**src/rtl/dma_share_arbiter.sv**
```systemverilog
module dma_share_arbiter #(
  parameter int NCH = 4,
  localparam int IW = (NCH > 1) ? $clog2(NCH) : 1
) (
  input  logic             clk,
  input  logic             rst_n,
  input  logic [NCH-1:0]   trig,
  input  logic [NCH-1:0]   chan_en,
  input  logic [2*NCH-1:0] chan_prio,
  input  logic [NCH-1:0]   preempt_ok,
  input  logic             xfer_done,
  input  logic             desc_done,
  output logic             grant_valid,
  output logic [IW-1:0]    grant_idx,
  output logic             start
);

  logic [NCH-1:0] pend, live;
  logic           busy, strobe, found;
  logic [IW-1:0]  cur, best_idx;
  logic [1:0]     best_pr, cur_pr;

  assign live   = pend & chan_en;
  assign cur_pr = chan_prio[2*int'(cur) +: 2];

  always_comb begin
    found    = 1'b0;
    best_idx = '0;
    best_pr  = 2'd3;
    for (int i = 0; i < NCH; i++)
      if (live[i] && (!found || chan_prio[2*i +: 2] < best_pr)) begin
        found    = 1'b1;
        best_idx = IW'(i);
        best_pr  = chan_prio[2*i +: 2];
      end
  end

  always_ff @(posedge clk) begin
    if (!rst_n) begin
      pend <= '0;
    end else begin
      for (int i = 0; i < NCH; i++)
        pend[i] <= chan_en[i] &
                   (trig[i] | (pend[i] & ~(busy && desc_done && cur == IW'(i))));
    end
  end

  always_ff @(posedge clk) begin
    if (!rst_n) begin
      busy   <= 1'b0;
      cur    <= '0;
      strobe <= 1'b0;
    end else begin
      strobe <= 1'b0;
      if (busy) begin
        if (desc_done || !chan_en[cur]) begin
          busy <= 1'b0;
        end else if (xfer_done && preempt_ok[cur] && found && best_pr < cur_pr) begin
          cur    <= best_idx;
          strobe <= 1'b1;
        end
      end else if (found) begin
        busy   <= 1'b1;
        cur    <= best_idx;
        strobe <= 1'b1;
      end
    end
  end

  assign grant_valid = busy;
  assign grant_idx   = cur;
  assign start       = strobe;

endmodule

```
**config.mk**
```make
export PLATFORM = sky130hd
export DESIGN_NAME = dma_share_arbiter
export DESIGN_NICKNAME = d
export VERILOG_FILES = /design/src/rtl/dma_share_arbiter.sv
export SDC_FILE = /design/constraint.sdc
export NUM_CORES = 1
export LEC_CHECK = 0
export ABC_AREA = 0
export CAP_MARGIN = 10
export CORE_MARGIN = 2
export CORE_UTILIZATION = 38
export DETAILED_ROUTE_END_ITERATION = 8
export PLACE_DENSITY = 0.85
export RECOVER_POWER = 100
export SLEW_MARGIN = 30
export SYNTH_ARGS = -nofsm -noshare
export SYNTH_HDL_FRONTEND = slang
export SYNTH_SLANG_ARGS = --single-unit
export TNS_END_PERCENT = 20
```
**constraint.sdc**
```tcl
create_clock -name clk -period 4.6 [get_ports clk]
set_input_delay 1.15 -clock clk [delete_from_list [all_inputs] [get_ports clk]]
set_output_delay 1.15 -clock clk [all_outputs]
set_load 0.05 [all_outputs]
```
======== Yosys cells after proc, flatten, opt, wreduce, memory -nomap -nowiden ========
Cells that the tools add are included.
word-level totals
  output and inout port bits .............. 4
  bits in registers ....................... 8
  input port bits ......................... 24
  word-level logic and storage cells ...... 79
operators by class
  reductions and logical operators ........ 22
  mux-type cells .......................... 25
  magnitude comparators ................... 5
  eq/ne operators ......................... 5
  bitwise operators ....................... 17
  shifts and indexed selects .............. 1
operator list
  cell                                                                           count
  2-bit 2-to-1 mux                                                               10
  1-bit 2-to-1 mux                                                               13
  1-bit logical AND                                                              11
  1-bit bitwise AND                                                              8
  2-bit less-than comparator                                                     4
  8-bit by 4-bit variable part select with 2-bit output                          1
  4-bit bitwise AND                                                              1
  1-bit binary-select mux with 2-bit select                                      2
  2-bit == test (second input constant)                                          2
  1-bit logical NOT                                                              4
  1-bit logical OR                                                               4
  1-bit inverter                                                                 4
  1-bit OR                                                                       4
  2-bit by 3-bit less-than comparator with 1-bit output (second input constant)  1
  3-bit AND reduction                                                            1
  2-bit by 1-bit == test with 1-bit output (second input constant)               1
  2-bit logical NOT                                                              1
  2-bit by 1-bit != test with 1-bit output (second input constant)               1
  2-bit != test (second input constant)                                          1
  2-bit nonzero test                                                             1

======== Longest topological paths before layout ========
  depth in word-level cells ............... 19
  gate-level depth with buffers ........... 20
  depth with buffers taken out ............ 20

======== Least setup slack after synthesis ========
OpenSTA, ideal clock, no wires.
  path kind ............................... input to register
  start point ............................. in chan_prio[3]
  end point ............................... reg cur[1] (netlist: grant_idx[1])
  required time ........................... 4.509 ns
  slack ................................... 0.013 ns
  data arrival time ....................... 4.496 ns
  path buffers ............................ 0
  cell stages on the path ................. 20
  setup time .............................. 0.091 ns
  cell sequence ........................... and3b_2 > nor2_1 > inv_1 > ha_1 > or2_2 > a21o_1 > o41a_1 > mux2i_1 > ha_1 > a21oi_1 > nor2_1 > nor2_1 > o31ai_1 > nor2_1 > a21oi_1 > ha_1 > o21ai_1 > or3b_4 > and2_4 > a311oi_1
between the ends
  cells in the longest elaborated chain, start to end .. 16
  elaborated cells between the ends (all ways) .. 30
  classes of those cells .................. 4 x order compare; 1 x eq/ne; 1 x shift; 12 x mux; 12 x reduce/logical
ends and longest elaborated chain
  item                                                                    RTL line  text
  start: declaration                                                      9         input logic [2*NCH-1:0] chan_prio,
  2-bit less-than comparator                                              31        if (live[i] && (!found || chan_prio[2*i +: 2] < best_pr)) begin
  1-bit logical OR                                                        31
  1-bit logical AND                                                       31
  2-bit 2-to-1 mux / 1-bit 2-to-1 mux (equally long branches)             31
  2-bit less-than comparator / 1-bit logical NOT (equally long branches)  31
  1-bit logical OR                                                        31
  1-bit logical AND                                                       31
  2-bit 2-to-1 mux / 1-bit 2-to-1 mux (equally long branches)             31
  2-bit less-than comparator / 1-bit logical NOT (equally long branches)  31
  1-bit logical OR                                                        31
  1-bit logical AND                                                       31
  2-bit 2-to-1 mux / 1-bit 2-to-1 mux (equally long branches)             31
  2-bit less-than comparator / 1-bit logical AND (equally long branches)  58        end else if (xfer_done && preempt_ok[cur] && found && best_pr < cur_pr) begin
  1-bit logical AND                                                       58
  2-bit by 1-bit != test with 1-bit output (no line)                      n/a
  3-bit AND reduction (no line)                                           n/a
  end signal: assignment                                                  59        cur <= best_idx;
  end signal: assignment                                                  64        cur <= best_idx;
  end: declaration                                                        20        logic [IW-1:0] cur, best_idx;
Several ways; a longest one is shown, not always the timed one. The select of a mux whose other input is x is not followed.
A chain may end at the register's enable or synchronous reset.

======== Worst setup path in the final report ========
  start point ............................. in chan_en[0]
  end point ............................... reg cur[0] (netlist: grant_idx[0])
between the ends
  cells in the longest elaborated chain, start to end .. 18
  elaborated cells between the ends (all ways) .. 39
  classes of those cells .................. 4 x order compare; 2 x eq/ne; 17 x mux; 1 x bitwise; 15 x reduce/logical
ends and longest elaborated chain
  item                                                                    RTL line  text
  start: declaration                                                      8         input logic [NCH-1:0] chan_en,
  4-bit bitwise AND                                                       23        assign live = pend & chan_en;
  2-bit 2-to-1 mux / 1-bit 2-to-1 mux (equally long branches)             31
  2-bit less-than comparator / 1-bit logical NOT (equally long branches)  31
  1-bit logical OR                                                        31
  1-bit logical AND                                                       31
  2-bit 2-to-1 mux / 1-bit 2-to-1 mux (equally long branches)             31
  2-bit less-than comparator / 1-bit logical NOT (equally long branches)  31
  1-bit logical OR                                                        31
  [... 2 more ...]                                                        n/a
  2-bit less-than comparator / 1-bit logical NOT (equally long branches)  31
  1-bit logical OR                                                        31
  1-bit logical AND                                                       31
  2-bit 2-to-1 mux / 1-bit 2-to-1 mux (equally long branches)             31
  2-bit less-than comparator / 1-bit logical AND (equally long branches)  58
  1-bit logical AND                                                       58
  2-bit by 1-bit != test with 1-bit output (no line)                      n/a
  3-bit AND reduction (no line)                                           n/a
Several ways; a longest one is shown, not always the timed one. The select of a mux whose other input is x is not followed.

==> summary.txt <==
Global routing
  • Tot GR Track Use: roughly a quarter
  • Vias in the first global route: between 900 and 1000
  • Initial antenna violation count: 0
  • First-pass GRT wire length: roughly 3800 um
  • Remaining global-route overflow: 0
  • Largest net degree at the start of global routing: 11

Logic synthesis
  • Adder-cell share of the synthesized area: around 6.6%
  • Async set-reset flop share out of synthesis: 0%
  • Syn avg cell area: around 8.2 um2
  • Warnings, synthesis: 0
  • Netlist cell types: 39
  • Area share of and/or/nand/nor cells after synthesis: between 20% and 30%
  • Ys flop type: dfxtp_1
  • Syn nets: 115
  • Synthesized cell area: between 700 and 800 um2
  • Synth Register Bits: 8
  • Proportion of synthesized area in mux cells: approximately 14%
  • Post-synthesis sequential area ratio: between 20% and 30%
  • Largest family of logic cells by synthesized area: simple AND/OR/NAND/NOR gates
  • Xor/xnor share of the synthesized area: 0%
  • Number of synthesized flops with an enable pin: 0
  • Synth Area in Compound Gates: approximately 26%
  • Post-Synthesis Cells: just under 90

Timing
  • Final WS setup: -0.00819 ns
  • Worst-Margin Slew: around 0.50 ns
  • Final Hold Violating Endpoints: 0
  • RSZ-0062 raised after global routing: yes
  • Crit share post-route: 100%
  • Endpoints failing setup: 2
  • Max-slew violations: 0
  • Clock skew: around 0.0043 ns
  • Minimum clock period: approximately 4.6 ns
  • Fmax: 217 MHz
  • Slew headroom: between 60% and 70%
  • Setup TNS: -0.0127 ns

Clock tree
  • Clock sink count: 8
  • CTS Buf Count: 3
  • CTS clk-pin slew, worst paths: 0.06 ns
  • Longest Clk Path Bufs: 2
  • CTS Root Cell: clkbuf_4
  • Worst-skew pair later-pin latency: around 0.26 ns
  • CTS tree: done
  • H-tree levels: 1
  • Count of hold-fix buffers inserted at cts: 0

Placement
  • Dpl cells: 150
  • Gpl congestion: just over 0.9
  • DPL Wire Length: 1810 um
  • PortBufs: 27
  • Cell Area, Placed: around 0.0011 mm2
  • Pre-CTS WS: -0.736 ns

Die
  • Initial Util: approximately two fifths
  • DIE WIDTH: approximately 48 um
  • CORE AREA: 0.00176 mm2
  • Rows: 15
  • Full die area: 0.00227 mm2
  • Io pins: 28
  • Die Y-Extent: ~48 um

Run
  • Maxcap violations: 0

Finish
  • Finished Layout Cells: 167
  • Share of cells above drive strength 1: approximately a third
  • N_diodes: 0
  • Commonest non-fill, non-tap cell in the layout: buf_4
  • Fillers: between 150 and 200
  • Final instance area: around 0.0013 mm2
  • Area grow syn2layout: 76.3%
  • Sequential standard cell area: 160 um2
  • Commonest non-fill, non-tap cells in the layout: buf_4 (26), clkdlybuf4s50_1 (17), nor2_1 (12), nand2_1 (11), dfxtp_1 (8)
  • Core Util, Final: between 70 and 80%
  • Multi-input logic area: about 580 um2
  • Nets: 171

Route
  • DRC: 0
  • Avg WL per Cell: 15.8 um
  • Initial DRC Count: 19
  • Routed Antenna Nets: 0
  • Final wirelength: around 2600 um
  • First-pass DRT Iterations: 4
  • Vias post-DR: around 940
  • Vias per cell: roughly 5.6

Setup path
  • Critical Path End Type: flop
  • Worst Path Arrival: 4.75 ns
  • Reg-to-Reg Start: pend[0]
  • CP Launch Type: primary input
  • Setup crit start: chan_en[0]
  • Kind of critical path: primary input to flop
  • WP data required: between 4 and 5 ns
  • Crit path max fanout: 3

Worst hold path
  • HP Class: flop to flop
  • Hold Startpoint: pend[3]

Power
  • Power per cell area: ~200 mW/mm2
  • Peak VDD IR: a little over 200 uV
  • Leakage power: about 0.00056 uW

Status
  • Failing checks: negative setup slack
  • Outcome: finished, violations left
-- metrics by stage --
stage	hold WS [ns]	power [uW]
3_3_place_gp	0.501	182
4_1_cts	0.541	253
2_1_floorplan	0.473	139
5_1_grt	0.582	272
3_5_place_dp	0.528	186
6_report	0.530	257
-- flip-flops by register name, summed over array words and instances (netlist names) --
signal       flops
grant_valid      1
pend             4
grant_idx        2
start            1
-- kinds of logic after synthesis --
kind of cell | Yosys count
AND/OR/NAND/NOR | 39
AO/OA/AOI/OAI | 26
flip-flops | 8
buffers and inverters | 6
multiplexers | 5
adder cells (fa/ha/maj) | 4
-- critical path, stage by stage --
cell and delay, ns:
buf_6 0.09, and3b_2 0.23, nor2_4 0.13, inv_2 0.05, ha_4 0.20, or2_4 0.23, a21o_1 0.17, o41a_1 0.15
mux2i_2 0.26, ha_1 0.30, a21oi_2 0.13, nor2_1 0.06, nor2_1 0.15, o31ai_2 0.11, nor2_1 0.14, a21oi_1 0.07
ha_1 0.29, o21ai_1 0.06, or3b_4 0.39, and2_4 0.17, o211a_1 0.21
-- cells in the mapped netlist (all sizes together) (2+ instances only) --
master / n / area (um2)
o21bai: 2 / 15.0
and3: 2 / 13.8
inv: 4 / 15.0
buf: 2 / 10.0
nand2: 11 / 41.3
nor2: 13 / 48.8
nand4: 2 / 12.5
nand3: 2 / 10.0
mux4: 4 / 93.8
a21boi: 2 / 15.0
and3b: 3 / 27.5
dfxtp: 8 / 160
ha: 3 / 37.5
a21oi: 8 / 40.0
-- per-layer routing --
metal | routed length, um | vias up | global-route usage, %
li1 | - | 448 | -
met1 | 1060 | 442 | 28.2
met2 | 1330 | 45 | 43.8
met3 | 199 | 7 | 6.04
met4 | 42 | 0 | 9.73
met5 | 0 | - | 0
-- worst paths after layout --
kind | endpoint | cells after the start | slack [ns]
max reg2reg | grant_idx[0] | 20 | 0.60
min reg2reg | pend[3] | 2 | 0.53
min | pend[3] | 2 | 0.53
max | grant_idx[0] | 21 | -0.008
-- layout make-up --
type | instances | share of cell area (%)
multi-input combinational | 74 | 45.1
timing repair buffer | 53 | 37.0
sequential | 8 | 12.5
tap | 25 | 2.45
clock buffer | 3 | 1.76
inverter | 4 | 1.18
-- repair_timing --
item / 4_1_cts / 5_1_grt
setup endpoints to repair: 3 / 3
buffers inserted: 12 / 2
pin swaps: 13 / 8
gates resized for setup: 21 / 9
-- power breakdown --
| group | internal (uW) | total [uW] | switching, uW | leakage [uW] |
|---|---|---|---|---|
| sequential | 74.5 | 84.0 | 9.49 | 0.0000657 |
| combinational | 67.1 | 118 | 50.7 | 0.000482 |
| clock | 29.9 | 55.2 | 25.3 | 0.0000138 |
| total | 172 | 257 | 85.5 | 0.000561 |
(Power assumes the default switching activity.)
